==> config.mk <==
export PLATFORM = sky130hd
export DESIGN_NAME = xlat_walker
export DESIGN_NICKNAME = d
export VERILOG_FILES = /design/src/rtl/xlat_pkg.sv /design/src/rtl/xlat_select.sv /design/src/rtl/xlat_decode.sv /design/src/rtl/xlat_walker.sv
export SDC_FILE = /design/constraint.sdc
export NUM_CORES = 1
export LEC_CHECK = 0
export BUFFER_PORTS_ARGS = -buffer_cell sky130_fd_sc_hd__buf_2
export CAP_MARGIN = 20
export CORE_AREA = 2 2 115 117
export CTS_BUF_LIST = sky130_fd_sc_hd__clkbuf_4
export CTS_CLUSTER_DIAMETER = 100
export DETAILED_ROUTE_END_ITERATION = 10
export DIE_AREA = 0 0 117 119
export PLACE_DENSITY = 0.78
export RECOVER_POWER = 25
export SLEW_MARGIN = 20
export SYNTH_ARGS = -nofsm -noshare
export SYNTH_HDL_FRONTEND = slang
export SYNTH_SLANG_ARGS = --single-unit
==> constraint.sdc <==
create_clock -name clk -period 2.5 [get_ports clk]
set_clock_uncertainty 0.05 [all_clocks]
set_input_delay 0.5 -clock clk [delete_from_list [all_inputs] [get_ports clk]]
set_output_delay 0.5 -clock clk [all_outputs]
set_load 0.05 [all_outputs]
==> src/rtl/xlat_pkg.sv <==
package xlat_pkg;

  localparam int unsigned XLEN         = 32;
  localparam int unsigned WORD_SHIFT   = 2;
  localparam int unsigned L1_IDX_LSB   = 20;
  localparam int unsigned SUPER_LSB    = 24;
  localparam int unsigned LARGE_LSB    = 16;
  localparam int unsigned SMALL_LSB    = 12;
  localparam int unsigned L2_TBL_LSB   = 10;
  localparam int unsigned SUPER_BIT    = 18;
  localparam int unsigned SX_LO_LSB    = 5;
  localparam int unsigned SX_LO_MSB    = 8;
  localparam int unsigned VA_KEEP      = SUPER_LSB;
  localparam int unsigned L1_IDX_W     = XLEN - L1_IDX_LSB;

  typedef enum logic [1:0] {
    CAUSE_NONE  = 2'd0,
    CAUSE_L1    = 2'd1,
    CAUSE_L2    = 2'd2,
    CAUSE_SUPER = 2'd3
  } cause_e;

  typedef enum logic [2:0] {
    ST_IDLE,
    ST_L1_REQ,
    ST_L1_WAIT,
    ST_L2_REQ,
    ST_L2_WAIT
  } walk_st_e;

  typedef struct packed {
    logic            last;
    logic            fault;
    cause_e          cause;
    logic [XLEN-1:0] pa;
    logic [XLEN-1:0] next_addr;
  } dec_s;

endpackage

==> src/rtl/xlat_select.sv <==
module xlat_select
  import xlat_pkg::*;
(
  input  logic [XLEN-1:0] va_i,
  input  logic [XLEN-1:0] base0_i,
  input  logic [XLEN-1:0] base1_i,
  input  logic [XLEN-1:0] limit0_i,
  input  logic [XLEN-1:0] mask0_i,
  input  logic [XLEN-1:0] mask1_i,
  output logic [XLEN-1:0] l1_addr_o
);

  logic            use_hi;
  logic [XLEN-1:0] tbl_base;
  logic [XLEN-1:0] va_mask;
  logic [XLEN-1:0] va_kept;
  logic            unused_low;

  // upper table only when strictly above the lower region's bound
  assign use_hi     = va_i > limit0_i;
  assign tbl_base   = use_hi ? (base1_i & mask1_i) : (base0_i & mask0_i);
  assign va_mask    = use_hi ? {XLEN{1'b1}} : limit0_i;
  assign va_kept    = va_i & va_mask;
  assign unused_low = ^va_kept[L1_IDX_LSB-1:0];

  assign l1_addr_o = tbl_base |
                     (XLEN'(va_kept[XLEN-1:L1_IDX_LSB]) << WORD_SHIFT);

endmodule

==> src/rtl/xlat_decode.sv <==
module xlat_decode
  import xlat_pkg::*;
#(
  parameter int unsigned LEVEL = 1
)(
  input  logic [XLEN-1:0]    desc_i,
  input  logic [VA_KEEP-1:0] va_i,
  output dec_s               dec_o
);

  generate
    if (LEVEL == 1) begin : g_l1
      logic is_flt;
      logic is_sect;
      logic is_super;
      logic ext_bad;
      logic unused_l1;

      assign is_flt    = desc_i[1:0] == 2'b00;
      assign is_sect   = desc_i[1] & ~desc_i[SUPER_BIT];
      assign is_super  = desc_i[1] &  desc_i[SUPER_BIT];
      assign ext_bad   = (|desc_i[SUPER_LSB-1:L1_IDX_LSB]) | (|desc_i[SX_LO_MSB:SX_LO_LSB]);
      assign unused_l1 = ^{desc_i[L2_TBL_LSB-1], desc_i[SX_LO_LSB-1:2]};

      always_comb begin
        dec_o = '0;
        if (is_flt) begin
          dec_o.last  = 1'b1;
          dec_o.fault = 1'b1;
          dec_o.cause = CAUSE_L1;
        end else if (is_sect) begin
          dec_o.last = 1'b1;
          dec_o.pa   = {desc_i[XLEN-1:L1_IDX_LSB], va_i[L1_IDX_LSB-1:0]};
        end else if (is_super) begin
          dec_o.last = 1'b1;
          if (ext_bad) begin
            dec_o.fault = 1'b1;
            dec_o.cause = CAUSE_SUPER;
          end else begin
            dec_o.pa = {desc_i[XLEN-1:SUPER_LSB], va_i[SUPER_LSB-1:0]};
          end
        end else begin
          dec_o.next_addr = {desc_i[XLEN-1:L2_TBL_LSB],
                             va_i[L1_IDX_LSB-1:SMALL_LSB],
                             {WORD_SHIFT{1'b0}}};
        end
      end
    end else begin : g_l2
      logic unused_l2;
      assign unused_l2 = ^{desc_i[SMALL_LSB-1:2], va_i[VA_KEEP-1:LARGE_LSB]};

      always_comb begin
        dec_o      = '0;
        dec_o.last = 1'b1;
        unique case (desc_i[1:0])
          2'b00: begin
            dec_o.fault = 1'b1;
            dec_o.cause = CAUSE_L2;
          end
          2'b01:   dec_o.pa = {desc_i[XLEN-1:LARGE_LSB], va_i[LARGE_LSB-1:0]};
          default: dec_o.pa = {desc_i[XLEN-1:SMALL_LSB], va_i[SMALL_LSB-1:0]};
        endcase
      end
    end
  endgenerate

endmodule

==> src/rtl/xlat_walker.sv <==
module xlat_walker
  import xlat_pkg::*;
(
  input  logic            clk,
  input  logic            rst_n,
  input  logic            start_i,
  input  logic [XLEN-1:0] va_i,
  input  logic [XLEN-1:0] base0_i,
  input  logic [XLEN-1:0] base1_i,
  input  logic [XLEN-1:0] limit0_i,
  input  logic [XLEN-1:0] mask0_i,
  input  logic [XLEN-1:0] mask1_i,
  output logic            mem_req_valid_o,
  output logic [XLEN-1:0] mem_req_addr_o,
  input  logic            mem_req_ready_i,
  input  logic            mem_rsp_valid_i,
  input  logic [XLEN-1:0] mem_rsp_data_i,
  output logic            done_o,
  output logic [XLEN-1:0] pa_o,
  output logic            fault_o,
  output logic [1:0]      cause_o,
  output logic            busy_o
);

  walk_st_e           state_q, state_d;
  logic [VA_KEEP-1:0] va_q, va_d;
  logic [XLEN-1:0]    addr_q, addr_d;
  logic               done_q;
  logic               res_en;
  dec_s               res_sel;
  logic [XLEN-1:0]    pa_q;
  logic               fault_q;
  cause_e             cause_q;
  logic               va_en, addr_en;

  logic [XLEN-1:0]    l1_addr;
  dec_s               dec1, dec2;
  logic               unused_dec;

  xlat_select u_sel (
    .va_i      (va_i),
    .base0_i   (base0_i),
    .base1_i   (base1_i),
    .limit0_i  (limit0_i),
    .mask0_i   (mask0_i),
    .mask1_i   (mask1_i),
    .l1_addr_o (l1_addr)
  );

  xlat_decode #(.LEVEL(1)) u_dec1 (
    .desc_i (mem_rsp_data_i),
    .va_i   (va_q),
    .dec_o  (dec1)
  );

  xlat_decode #(.LEVEL(2)) u_dec2 (
    .desc_i (mem_rsp_data_i),
    .va_i   (va_q),
    .dec_o  (dec2)
  );

  assign unused_dec = ^{dec2.next_addr, dec2.last};

  // next-state logic
  always_comb begin
    state_d = state_q;
    va_d    = va_q;
    addr_d  = addr_q;
    va_en   = 1'b0;
    addr_en = 1'b0;
    res_en  = 1'b0;
    res_sel = dec1;
    unique case (state_q)
      ST_IDLE: begin
        if (start_i) begin
          va_d    = va_i[VA_KEEP-1:0];
          addr_d  = l1_addr;
          va_en   = 1'b1;
          addr_en = 1'b1;
          state_d = ST_L1_REQ;
        end
      end
      ST_L1_REQ:  if (mem_req_ready_i) state_d = ST_L1_WAIT;
      ST_L1_WAIT: begin
        if (mem_rsp_valid_i) begin
          if (dec1.last) begin
            res_en  = 1'b1;
            state_d = ST_IDLE;
          end else begin
            addr_d  = dec1.next_addr;
            addr_en = 1'b1;
            state_d = ST_L2_REQ;
          end
        end
      end
      ST_L2_REQ:  if (mem_req_ready_i) state_d = ST_L2_WAIT;
      ST_L2_WAIT: begin
        if (mem_rsp_valid_i) begin
          res_en  = 1'b1;
          res_sel = dec2;
          state_d = ST_IDLE;
        end
      end
      default: state_d = ST_IDLE;
    endcase
  end

  // registers
  always_ff @(posedge clk or negedge rst_n) begin
    if (!rst_n) begin
      state_q <= ST_IDLE;
      done_q  <= 1'b0;
      va_q    <= '0;
      addr_q  <= '0;
      pa_q    <= '0;
      fault_q <= 1'b0;
      cause_q <= CAUSE_NONE;
    end else begin
      state_q <= state_d;
      done_q  <= res_en;
      if (va_en)   va_q   <= va_d;
      if (addr_en) addr_q <= addr_d;
      if (res_en) begin
        pa_q    <= res_sel.pa;
        fault_q <= res_sel.fault;
        cause_q <= res_sel.cause;
      end
    end
  end

  assign mem_req_valid_o = (state_q == ST_L1_REQ) || (state_q == ST_L2_REQ);
  assign mem_req_addr_o  = addr_q;
  assign done_o          = done_q;
  assign pa_o            = pa_q;
  assign fault_o         = fault_q;
  assign cause_o         = cause_q;
  assign busy_o          = state_q != ST_IDLE;

endmodule

==> impl_metrics.py <==
metrics = {
    "setup_path": {
        "startpoint_type": "primary input",
        "endpoint_kind": "register",
        "path_delay_family": "compound AO/OA/AOI/OAI gates",
        "path_buf_inv": 4,
        "crit_fanout": 21,
        "crit_type": "primary input to register",
        "cp.required_ns": 2.80,
        "startpoint": "limit0_i[23]",
        "worstReg2RegStart": "state_q[1]",
        "crit_path_max_incr_delay_ns": 0.42,
        "slowest_stage": "nor4_1",
        "cp_cell_sequence": "buf_2, inv_1, ha_1, nand4_1, nor4_1, buf_4, o31ai_1, a21bo_2, buf_12, mux2i_1, a221o_1",
        "arrival_ns": 2.70,
    },
    "global_routing": {
        "grt_pass1_vias": 5351,
        "grt-ovfl-total": 0,
        "grt_start_max_net_pins": 60,
        "grt_pass1_wl_mm": 25.7,
        "grt_antenna_before_repair": 1,
        "grt_usage": 0.236,
    },
    "clock_network": {
        "cts_setup_buffers": 0,
        "ctsRootBufferMaster": "clkbuf_4",
        "h-tree-depth": 3,
        "clk_pin_slew_ns": 0.14,
        "clock_latency_ns": 0.45,
        "clkSinkCount": 95,
        "clockBufferDepth": 2,
        "post_cts_resized": 0,
        "cts_tree": "done",
        "cts_buffers": 9,
    },
    "power_and_ir_drop": {
        "p_per_area_nw_per_um2": 1050,
        "power_leakage_nw": 4.06,
        "p_total_mw": 7.87,
        "ir_worst_vdd_mv": 0.449,
    },
    "sta": {
        "final.setup.tns_ns": 0,
        "post-route-period-util": 0.961,
        "worst_pin_slew_ns": 1.19,
        "maxSlewHeadroom": 0.209,
        "fmax_mhz": 416,
        "report.final.setup_viol": 0,
        "slew_viol_final": 0,
        "finalHoldViolCount": 0,
        "rsz0062_at_grt": "false",
        "final.min_clock_period_ns": 2.40,
    },
    "synthesis": {
        "synth_edf_count": 0,
        "netlist_instances": 565,
        "netlist_area_um2": 5500,
        "ys_warn_count": 0,
        "ys_ff_latch": 95,
        "synth_top_area_share": 0.432,
        "synth_cell_types": 43,
        "syn_area_per_cell_um2": 9.73,
        "synth_flop_cell": "dfrtp_1",
        "synth_nets": 826,
        "async_flop_share": 1.00,
        "ys_seq_area_frac": 0.432,
        "synthTopCellsByCount": "95 x dfrtp_1, 95 x nand2_1, 40 x inv_1",
        "synth_top_cell_by_area": "dfrtp_1",
        "synth.area.top_cells": "dfrtp_1 43%, ha_1 7.3%, nand2_1 6.5%, mux2i_1 6.0%, a221o_1 5.8%",
    },
    "hold_path": {
        "hold_path.class": "primary input to register",
        "min-delay-start": "mem_rsp_data_i[29]",
    },
    "place": {
        "port_buffers": 294,
        "gp_congestion": 0.901,
        "place_hpwl_mm": 12.9,
    },
    "detailed_routing": {
        "dr_total_vias": 5527,
        "drt-pass1-iter-count": 5,
        "wl_per_cell_um": 15.5,
        "post_drt_via_cell_ratio": 5.23,
        "drt_iter0_markers": 321,
        "routed_wl_mm": 16.4,
        "postRouteAntennaNets": 0,
        "drc": 0,
    },
    "floorplan": {
        "fp-row-count": 42,
        "core_area_um2": 12900,
        "die_x_um": 117,
        "num_io_pins": 299,
        "die_y_um": 119,
        "die_area_um2": 13900,
        "initial_core_util": 0.427,
    },
    "run_status": {
        "status": "complete, no violations",
    },
    "layout": {
        "drive_above_1_share": 0.426,
        "num-fill-cells": 1171,
        "syn_to_final_growth_pct": 36.2,
        "num-nets-final": 1139,
    },
    "flow_run": {
        "drv_cap": 0,
    },
}
==> layer usage <==
metal  routed length (um)  GRT usage  vias up
li1                     -          -     2679
met3                  910     0.0422       22
met1                 7420      0.314     2613
met5                    0          0        -
met4                  313     0.0824        0
met2                 7790      0.383      213
==> cells by family after synthesis <==
kind of cell    synth area share
buf+inv                   0.0594
simple gates               0.131
mux                        0.109
fa+ha+maj                 0.0728
compound gates             0.196
flops                      0.432
==> path summary, 6_finish.rpt <==
path,endpoint,slack (ns),depth (start not counted)
min in group asynchronous,mem_req_addr_o[16],0.75,2
max in group asynchronous,va_q[8],0.66,3
worst max register to register,mem_req_addr_o[8],0.30,5
worst max-delay path,mem_req_addr_o[12],0.1,11
worst min register to register,cause_o[1],0.45,2
worst min-delay path,pa_o[29],0.22,2
==> layout by cell type (no fill, tap or decap), types with 2 or more instances in the layout <==
master,synthesis,routed
nor3_1,7,7
a221o_1,32,32
buf_12,3,5
nand4_1,8,8
nand2b_1,2,2
nand2_1,95,95
clkbuf_4,0,11
inv_1,40,40
a22oi_1,26,26
a21oi_2,3,3
nor2b_1,4,4
buf_2,6,293
mux2_2,24,24
nand3_1,5,5
buf_4,0,32
nor4_1,4,4
and3_1,2,2
a221oi_1,2,2
o21ai_0,18,18
ha_1,32,32
dfrtp_1,95,95
a22o_1,22,22
o22ai_1,5,5
a21oi_1,22,22
mux2i_1,33,33
nor2_1,38,37
==> metrics by stage <==
| stage | utilization | setup slack (ns) | hold WS (ns) | cells | area (um^2) |
|---|---|---|---|---|---|
| after floorplan | - | 0.00449 | 0.154 | 565 | 5500 |
| after global placement | 0.572 | -0.404 | 0.357 | 1042 | 7370 |
| after detailed placement | 0.572 | -0.419 | 0.356 | 1042 | 7370 |
| after CTS | 0.582 | 0.0930 | 0.182 | 1056 | 7490 |
| after global routing | 0.582 | 0.0278 | 0.187 | 1057 | 7490 |
| final | 0.582 | 0.0983 | 0.219 | 1057 | 7490 |
==> flip-flops by register name, indices dropped and copies added, names as in the netlist <==
signal / flops
state_q: 3
fault_o: 1
mem_req_addr_o: 32
cause_o: 2
done_o: 1
va_q: 24
pa_o: 32
==> cell type report <==
cell class              instances  area, um^2  area share
clock inverters                 2        35.0     0.00468
diodes                          1        2.50    0.000334
well taps                     176         220      0.0294
repair buffers                332        1820       0.243
clock buffers                  11        82.6      0.0110
inverters                      40         150      0.0200
multi-input cells             400        2800       0.374
flip-flops and latches         95        2380       0.317
==> what timing repair did <==
| action | in CTS | in global routing |
|---|---|---|
| endpoints found under the setup margin | 0 | 0 |
| hold endpoints to repair | 20 | 0 |
| hold buffers | 1 | 0 |
==> power by group <==
part / leakage (nW) / switching [mW] / internal (mW)
Sequential: 1.20 / 0.434 / 2.20
Clock: 0.0687 / 0.490 / 0.311
Combinational: 2.79 / 2.94 / 1.50
Total: 4.06 / 3.86 / 4.00
No activity file was read; power rests on OpenSTA's default activity.
